<file path="src/rtl/dma_irq_pkg.sv">
package dma_irq_pkg;
  localparam int MAX_CH  = 8;
  localparam int NUM_GRP = 5;

  localparam int A_RAW  = 0;
  localparam int A_STAT = 8;
  localparam int A_MASK = 16;
  localparam int A_CLR  = 24;
  localparam int A_COMB = 32;
  localparam int A_GLOB = 33;
  localparam int A_CHEN = 34;

  typedef enum logic [2:0] {
    GRP_XFER  = 3'd0,
    GRP_BLOCK = 3'd1,
    GRP_SRC   = 3'd2,
    GRP_DST   = 3'd3,
    GRP_ERR   = 3'd4
  } grp_e;

  // bits 15:8 select which of bits 7:0 are written
  function automatic logic [MAX_CH-1:0] be_update(logic [MAX_CH-1:0] cur, logic [15:0] w);
    return (cur & ~w[15:8]) | (w[7:0] & w[15:8]);
  endfunction
endpackage

</file>
<file path="src/rtl/dma_irq_group.sv">
module dma_irq_group import dma_irq_pkg::*; #(
  parameter int NUM_CH = 8
) (
  input  logic              clk_i,
  input  logic              rst_ni,
  input  logic [NUM_CH-1:0] evt_i,
  input  logic              clr_we_i,
  input  logic              mask_we_i,
  input  logic [15:0]       wdata_i,
  output logic [NUM_CH-1:0] raw_o,
  output logic [NUM_CH-1:0] mask_o,
  output logic [NUM_CH-1:0] stat_o
);
  logic [NUM_CH-1:0] raw_q, mask_q, raw_d, mask_d, clr;
  logic [MAX_CH-1:0] mask_upd;

  assign clr      = clr_we_i ? wdata_i[NUM_CH-1:0] : '0;
  assign raw_d    = (raw_q & ~clr) | evt_i;  // new event beats clear
  assign mask_upd = be_update(MAX_CH'(mask_q), wdata_i);
  assign mask_d   = mask_we_i ? mask_upd[NUM_CH-1:0] : mask_q;

  always_ff @(posedge clk_i or negedge rst_ni) begin
    if (!rst_ni) begin
      raw_q  <= '0;
      mask_q <= '0;
    end else begin
      raw_q  <= raw_d;
      mask_q <= mask_d;
    end
  end

  assign raw_o  = raw_q;
  assign mask_o = mask_q;
  assign stat_o = raw_q & mask_q;
endmodule

</file>
<file path="src/rtl/dma_ch_enable.sv">
module dma_ch_enable import dma_irq_pkg::*; #(
  parameter int NUM_CH = 8
) (
  input  logic              clk_i,
  input  logic              rst_ni,
  input  logic              glob_we_i,
  input  logic              chen_we_i,
  input  logic [15:0]       wdata_i,
  input  logic [NUM_CH-1:0] done_i,
  output logic              glob_o,
  output logic [NUM_CH-1:0] chen_o
);
  logic              glob_q;
  logic [NUM_CH-1:0] chen_q, chen_d, chen_wr;
  logic [MAX_CH-1:0] chen_upd;

  assign chen_upd = be_update(MAX_CH'(chen_q), wdata_i);
  assign chen_wr  = chen_we_i ? chen_upd[NUM_CH-1:0] : chen_q;
  // controller off: hold all channels disabled, ignore writes
  assign chen_d   = glob_q ? (chen_wr & ~done_i) : '0;

  always_ff @(posedge clk_i or negedge rst_ni) begin
    if (!rst_ni) begin
      glob_q <= 1'b0;
      chen_q <= '0;
    end else begin
      if (glob_we_i) glob_q <= wdata_i[0];
      chen_q <= chen_d;
    end
  end

  assign glob_o = glob_q;
  assign chen_o = chen_q & {NUM_CH{glob_q}};
endmodule

</file>
<file path="src/rtl/dma_irq_regs.sv">
module dma_irq_regs import dma_irq_pkg::*; #(
  parameter int NUM_CH = 8,
  parameter int ADDR_W = 6
) (
  input  logic              clk_i,
  input  logic              rst_ni,
  input  logic              wr_en_i,
  input  logic [ADDR_W-1:0] addr_i,
  input  logic [31:0]       wdata_i,
  output logic [31:0]       rdata_o,
  input  logic [NUM_CH-1:0] evt_xfer_i,
  input  logic [NUM_CH-1:0] evt_block_i,
  input  logic [NUM_CH-1:0] evt_src_i,
  input  logic [NUM_CH-1:0] evt_dst_i,
  input  logic [NUM_CH-1:0] evt_err_i,
  output logic              irq_o,
  output logic [NUM_CH-1:0] ch_en_o
);
  localparam int FLAT_W = NUM_GRP * NUM_CH;

  logic [31:0] addr_w;
  logic [NUM_GRP-1:0][NUM_CH-1:0] evt, raw, mask, stat;
  logic [NUM_GRP-1:0] clr_we, mask_we, comb;
  logic [FLAT_W-1:0] evt_flat, raw_flat, mask_flat;
  logic glob, irq_q;
  logic [NUM_CH-1:0] chen;

  assign addr_w = 32'(addr_i);
  assign evt    = {evt_err_i, evt_dst_i, evt_src_i, evt_block_i, evt_xfer_i};

  for (genvar g = 0; g < NUM_GRP; g++) begin : g_grp
    assign clr_we[g]  = wr_en_i && (addr_w == 32'(A_CLR + g));
    assign mask_we[g] = wr_en_i && (addr_w == 32'(A_MASK + g));
    assign comb[g]    = |stat[g];

    dma_irq_group #(.NUM_CH(NUM_CH)) u_grp (
      .clk_i    (clk_i),
      .rst_ni   (rst_ni),
      .evt_i    (evt[g]),
      .clr_we_i (clr_we[g]),
      .mask_we_i(mask_we[g]),
      .wdata_i  (wdata_i[15:0]),
      .raw_o    (raw[g]),
      .mask_o   (mask[g]),
      .stat_o   (stat[g])
    );
  end

  dma_ch_enable #(.NUM_CH(NUM_CH)) u_chen (
    .clk_i    (clk_i),
    .rst_ni   (rst_ni),
    .glob_we_i(wr_en_i && (addr_w == 32'(A_GLOB))),
    .chen_we_i(wr_en_i && (addr_w == 32'(A_CHEN))),
    .wdata_i  (wdata_i[15:0]),
    .done_i   (evt_xfer_i),
    .glob_o   (glob),
    .chen_o   (chen)
  );

  always_ff @(posedge clk_i or negedge rst_ni) begin
    if (!rst_ni) irq_q <= 1'b0;
    else         irq_q <= |comb;
  end

  always_comb begin
    rdata_o = '0;
    for (int g = 0; g < NUM_GRP; g++) begin
      if (addr_w == 32'(A_RAW + g))  rdata_o[NUM_CH-1:0] = raw[g];
      if (addr_w == 32'(A_STAT + g)) rdata_o[NUM_CH-1:0] = stat[g];
      if (addr_w == 32'(A_MASK + g)) rdata_o[NUM_CH-1:0] = mask[g];
    end
    if (addr_w == 32'(A_COMB)) rdata_o[NUM_GRP-1:0] = comb;
    if (addr_w == 32'(A_GLOB)) rdata_o[0] = glob;
    if (addr_w == 32'(A_CHEN)) rdata_o[NUM_CH-1:0] = chen;
  end

  assign evt_flat  = evt;
  assign raw_flat  = raw;
  assign mask_flat = mask;
  assign irq_o     = irq_q;
  assign ch_en_o   = chen;
endmodule

</file>
<file path="config.mk">
export PLATFORM = sky130hd
export DESIGN_NAME = dma_irq_regs
export DESIGN_NICKNAME = d
export VERILOG_FILES = /design/src/rtl/dma_irq_pkg.sv /design/src/rtl/dma_irq_group.sv /design/src/rtl/dma_ch_enable.sv /design/src/rtl/dma_irq_regs.sv
export SDC_FILE = /design/constraint.sdc
export NUM_CORES = 1
export LEC_CHECK = 0
export ABC_AREA = 1
export BUFFER_PORTS_ARGS = -buffer_cell sky130_fd_sc_hd__buf_2
export CORE_AREA = 2 2 89 108
export CTS_BUF_LIST = sky130_fd_sc_hd__clkbuf_8
export CTS_CLUSTER_DIAMETER = 80
export CTS_CLUSTER_SIZE = 30
export DETAILED_ROUTE_END_ITERATION = 7
export DIE_AREA = 0 0 91 110
export PLACE_DENSITY = 0.86
export REMOVE_ABC_BUFFERS = 1
export SLEW_MARGIN = 10
export SYNTH_ARGS = -nofsm -noshare
export SYNTH_HDL_FRONTEND = slang
export SYNTH_SLANG_ARGS = --single-unit
</file>
<file path="constraint.sdc">
create_clock -name clk_i -period 3.55 [get_ports clk_i]
set_clock_uncertainty 0.15 [all_clocks]
set_input_delay 0.355 -clock clk_i [delete_from_list [all_inputs] [get_ports clk_i]]
set_output_delay 0.355 -clock clk_i [all_outputs]
set_load 0.01 [all_outputs]
</file>
Yosys cells after proc, flatten, opt, wreduce, memory -nomap -nowiden
Cells that the tools add are included.
W data, S select, Z words.

word-level totals
  flip-flop bits (word level) = 90
  input bits = 81
  output and inout port bits = 41
  word-level logic and storage cells = 116

cells by class
  equal/unequal tests = 22
  multiplexer cells = 25
  bitwise gates (word level) = 37
  reduce and logical (&&, ||, !) cells = 19

operator list
  kind                  number
  $mux W8               23
  $and A8 B8 Y8         19
  $or A8 B8 Y8          11
  $eq A6 B5 Y1 const B  10
  $not A8 Y8            7
  $reduce_or A40 Y1     1
  $reduce_or A8 Y1      5
  $logic_not A32 Y1     1
  $eq A6 B4 Y1 const B  5
  $eq A6 B6 Y1 const B  3
  $eq A6 B2 Y1 const B  2
  $logic_and A1 B1 Y1   12
  $eq A6 B1 Y1 const B  1
  $eq A6 B3 Y1 const B  1
  $mux W5               1
  $mux W1               1

Logic depth before layout (Yosys ltp)
  depth in word-level cells = 19
  gate-level depth with buffers = 13
  mapped depth without buffers = 13

Modules after synthesis
Synthesis repeated with hierarchy kept, for this count alone.

unflattened totals
  cell total of the unflattened synthesis = 917
  area, all modules = 6,078.3 µm²

modules (own cells, without submodules)
  module         instances  cells each  area each (µm²)  sequential area each (µm²)
  dma_irq_group  5          99          752.0            400.4
  dma_irq_regs   1          336         1,734.2          25.0
  dma_ch_enable  1          86          584.3            225.2

Least setup slack after synthesis
OpenSTA, ideal clock, no wires.

  path kind = input-to-output
  start point = input port addr_i[1]
  end point = output port rdata_o[1]
  arrival time = 1.440 ns
  data required time = 3.045 ns
  setup slack = 1.605 ns
  stages = 9
  buffers on the path = 0
  cells stage by stage = inv_2 -> nand2_2 -> nor2_1 -> nand2_1 -> nor2_1 -> a21oi_1 -> nand4_1 -> o21ai_0 -> nand4_1

on the way
  longest elaborated chain between the ends = 18
  elaborated cells on any way between the ends = 34
  classes of those cells = 16 x eq/ne; 17 x mux; 1 x reduce/logical

ends and longest elaborated chain
  item                RTL line            source
  start: declaration  dma_irq_regs.sv:8   input logic [ADDR_W-1:0] addr_i,
  $logic_not A32 Y1   dma_irq_regs.sv:68  if (addr_w == 32'(A_RAW + g)) rdata_o[NUM_CH-1:0] = raw[g];
  $mux W8             dma_irq_regs.sv:68
  $mux W8             dma_irq_regs.sv:69  if (addr_w == 32'(A_STAT + g)) rdata_o[NUM_CH-1:0] = stat[g];
  $mux W8             dma_irq_regs.sv:70  if (addr_w == 32'(A_MASK + g)) rdata_o[NUM_CH-1:0] = mask[g];
  $mux W8             dma_irq_regs.sv:68
  $mux W8             dma_irq_regs.sv:69
  $mux W8             dma_irq_regs.sv:70
  $mux W8             dma_irq_regs.sv:68
  [... 2 more ...]    n/a
  $mux W8             dma_irq_regs.sv:68
  $mux W8             dma_irq_regs.sv:69
  $mux W8             dma_irq_regs.sv:70
  $mux W8             dma_irq_regs.sv:68
  $mux W8             dma_irq_regs.sv:69
  $mux W8             dma_irq_regs.sv:70
  $mux W5             dma_irq_regs.sv:72  if (addr_w == 32'(A_COMB)) rdata_o[NUM_GRP-1:0] = comb;
  $mux W8 *           dma_irq_regs.sv:74  if (addr_w == 32'(A_CHEN)) rdata_o[NUM_CH-1:0] = chen;
  end: declaration    dma_irq_regs.sv:10  output logic [31:0] rdata_o,

Every way passes the cells marked *; elsewhere a longest branch is shown, timed or not.

Worst setup path after layout
  start point = input port addr_i[0]
  end point = output port rdata_o[1]

The elaborated chain is that of the path after synthesis.

==> metrics.md <==
| Metric | Value |
|---|---|
| Routed wire length | `16900 microns` |
| Register Area | `~2300 sq um` |
| CP required | `3.04 ns` |
| EDFF count, synth | `0` |
| Setup WS pre-CTS | `between 0.7 and 0.8 ns` |
| Initial antenna violation count | `0` |
| M1 GR Usage | `between 40% and 50%` |
| CTS root buf | `clkbuf_8` |
| Max Slew Vio Count | `0` |
| CTS sink count | `90` |
| Cells after Synth | `730` |
| Final hold vios | `0` |
| Top-count cell post-synth | `nand2_1` |
| Crit path buffers/inverters | `3` |
| Dominant cell type by area after synthesis | `dfrtp_1` |
| Chip width | `approximately 91 microns` |
| I/O pin cnt | `~120` |
| RSZ-0062 raised after global routing | `false` |
| CTS Hold Bufs | `3` |
| Main flop type after synthesis | `dfrtp_1` |
| Slew HR | `~56%` |
| CP delay by family, top | `simple AND/OR/NAND/NOR gates` |
| Post-route cell area | `5860 sq um` |
| P&R area growth vs syn | `12.1%` |
| Multiplexer share of the synthesized area | `0%` |
| Final net count | `between 800 and 900` |
| 1st-iter DRT viols | `435` |
| VDD IR max | `around 0.26 mV` |
| IO Port Bufs | `81` |
| Synth top cells by count | `nand2_1 (224), dfrtp_1 (90), inv_1 (89)` |
| Latest clock arrival within the worst-skew pair | `roughly 0.36 ns` |
| Multi-input logic area | `2440 sq um` |
| Crit Path Class | `input port to primary output` |
| Router iterations before antenna repair | `5` |
| Async S/R FF share, synth | `100%` |
| HPWL after DPL | `approximately 12000 microns` |
| Syn Area/Cell | `around 7 sq um` |
| Yosys warnings | `0` |
| Grt met2 use | `57.1%` |
| DR vias | `5307` |
| Min-delay src | `evt_xfer_i[1]` |
| Die ar. | `~10000 sq um` |
| GR peak layer | `met2` |
| Share of the synthesized area in the top cell type | `between 40% and 50%` |
| Slowest CP cell | `nor2_1` |
| Pwr/cell area | `approximately 360 nW/um^2` |
| Post-route minimum period | `about 2.9 ns` |
| Antenna viol nets, final | `0` |
| Worst slew pin tran | `0.660 ns` |
| Crit path arrival time | `between 2 and 2.5 ns` |
| Number of antenna diodes | `0` |
| Max FO, Critical Path | `22` |
| Leakage | `between 0.002 and 0.003 uW` |
| Number of setup buffers added after CTS | `0` |
| Worst setup margin | `around 0.62 ns` |
| Layout cell share with drive strength beyond 1 | `between 10% and 20%` |
| Critical Path Start Type | `input port` |
| Vias in the first global route | `between 4000 and 5000` |
| H-Tree Depth | `3` |
| Period utilization | `between 80% and 90%` |
| CP max stage delay | `0.48 ns` |
| Reg-to-reg endpoint | `u_chen.chen_q[7]$_DFF_PN0_` |
| First-pass GRT wire length | `about 26000 microns` |
| Met3 Usage GRT | `around 6.5%` |
| Post-synthesis register bit count | `90` |
| DRC errors left | `0` |
| R2R setup slack | `1.95 ns` |
| Crit. End Element | `primary output` |
| Site Rows | `38` |
| CTS tree | `built` |
| Crit path cell chain | `buf_2, inv_2, nand2_2, nor2_1, nand2_1, nor2_1, a21oi_1, nand4_1, o21ai_0, nand4_1, buf_2` |
| Placed cell areas | `5640 sq um` |
| Hold path depth | `2` |
| Adder-Cell Fraction of Synth Area | `0%` |
| Clock-pin slew on the worst setup and hold paths | `around 0.090 ns` |
| Number of library cell types mapped by synthesis | `36` |
| Simple-gate share of the synthesized area | `between 30% and 40%` |
| GP Congestion | `~0.95` |
| Outcome | `finished clean` |
| Worst hold path type | `input port to register` |
| Combinational family with the most area after synthesis | `simple AND/OR/NAND/NOR gates` |
| MaxCap Viol Count | `0` |
| Initial Util | `58.5%` |
| Final Setup Violations | `0` |
| Total global routing overflow | `0` |
| Xor and xnor area share after synthesis | `0%` |
| Longest Clk Path Bufs | `2` |
| Clock buffer count from CTS | `9` |
| Top post-synthesis cells by area | `dfrtp_1 (43%), nand2_1 (16%), inv_1 (6.4%)` |
| Die H | `roughly 110 microns` |
| R2R depth | `2` |
| Reg-to-reg startpoint | `u_chen.glob_o$_DFFE_PN0P_` |
| Sequential cell area fraction in the yosys report | `43.1%` |
| Synth Cell Area | `approximately 5200 sq um` |
| Largest net degree at the start of global routing | `40` |
| Fillers | `839` |
| Core Box Area | `between 8000 and 9000 sq um` |
| Number of gates resized after CTS | `0` |
| Setup TNS | `0 ns` |
| WHS Endpoint | `u_chen.chen_q[1]$_DFF_PN0_` |
| Vias per cell | `between 5 and 6` |
| Compound-Gate Fraction of Synth Area | `~14%` |
| Global Route Usage Sum | `about a third` |
| Avg WL per Cell | `approximately 18 microns` |
| Fmax | `between 0.3 and 0.4 GHz` |
per-stage QoR:
step | util, % | hold WS (ns) | total power (uW) | std cells
2_1_floorplan | - | -0.0906 | 1310 | 715
3_3_place_gp | 63.1 | 0.211 | 1470 | 918
3_5_place_dp | 63.1 | 0.216 | 1470 | 918
4_1_cts | 65.4 | 0.000306 | 2120 | 937
5_1_grt | 65.5 | 0.0117 | 2220 | 938
6_report | 65.5 | 0.0117 | 2120 | 938
cell type report:
class | count | share of cell area (%)
Inverter | 100 | 6.41
Tap cell | 120 | 2.56
Clock buffer | 10 | 2.35
Sequential cell | 90 | 38.4
Clock inverter | 6 | 0.683
Multi-Input combinational cell | 525 | 41.6
Timing Repair Buffer | 87 | 7.90
per-layer routing:
layer	vias up	routed length, microns
li1	2487	-
met1	2487	6540
met2	274	8120
met3	59	1470
met4	0	735
met5	-	0
kinds of logic after synthesis:
logic type      count (synthesis)
simple gates                  378
buf+inv                       138
other cells                     1
compound gates                123
flops                          90
how the worst max path moves through the flow:
stage,start,endpoint,cells after the start
finish,addr_i[0],rdata_o[1],11
global route,addr_i[0],rdata_o[1],11
CTS,addr_i[0],rdata_o[1],11
detailed placement,addr_i[0],rdata_o[1],11
global placement,addr_i[0],rdata_o[1],11
floorplan,addr_i[0],rdata_o[1],9
power by group:
| part | leakage, uW | switching, uW | internal [uW] | total (uW) |
|---|---|---|---|---|
| clock network | 0.0000928 | 378 | 275 | 653 |
| logic | 0.00180 | 231 | 112 | 342 |
| registers | 0.00102 | 50.6 | 1070 | 1120 |
| total | 0.00292 | 659 | 1460 | 2120 |
cells in the final DEF (no fill, tap or decap), types with 4 or more instances in the layout:
master         count
nand2_1          224
dlygate4sd3_1      4
nand3_1           54
nor2_2             9
nor3_1             7
buf_2             80
inv_1             89
nor3b_1            4
dfrtp_1           90
a31oi_1           11
o21ai_0           60
o21bai_1           5
a21oi_1           25
inv_2              8
clkbuf_8          10
nand4_1           22
a2111oi_1          4
conb_1            24
nor2_1            52
No activity file was read; power rests on OpenSTA's default activity.
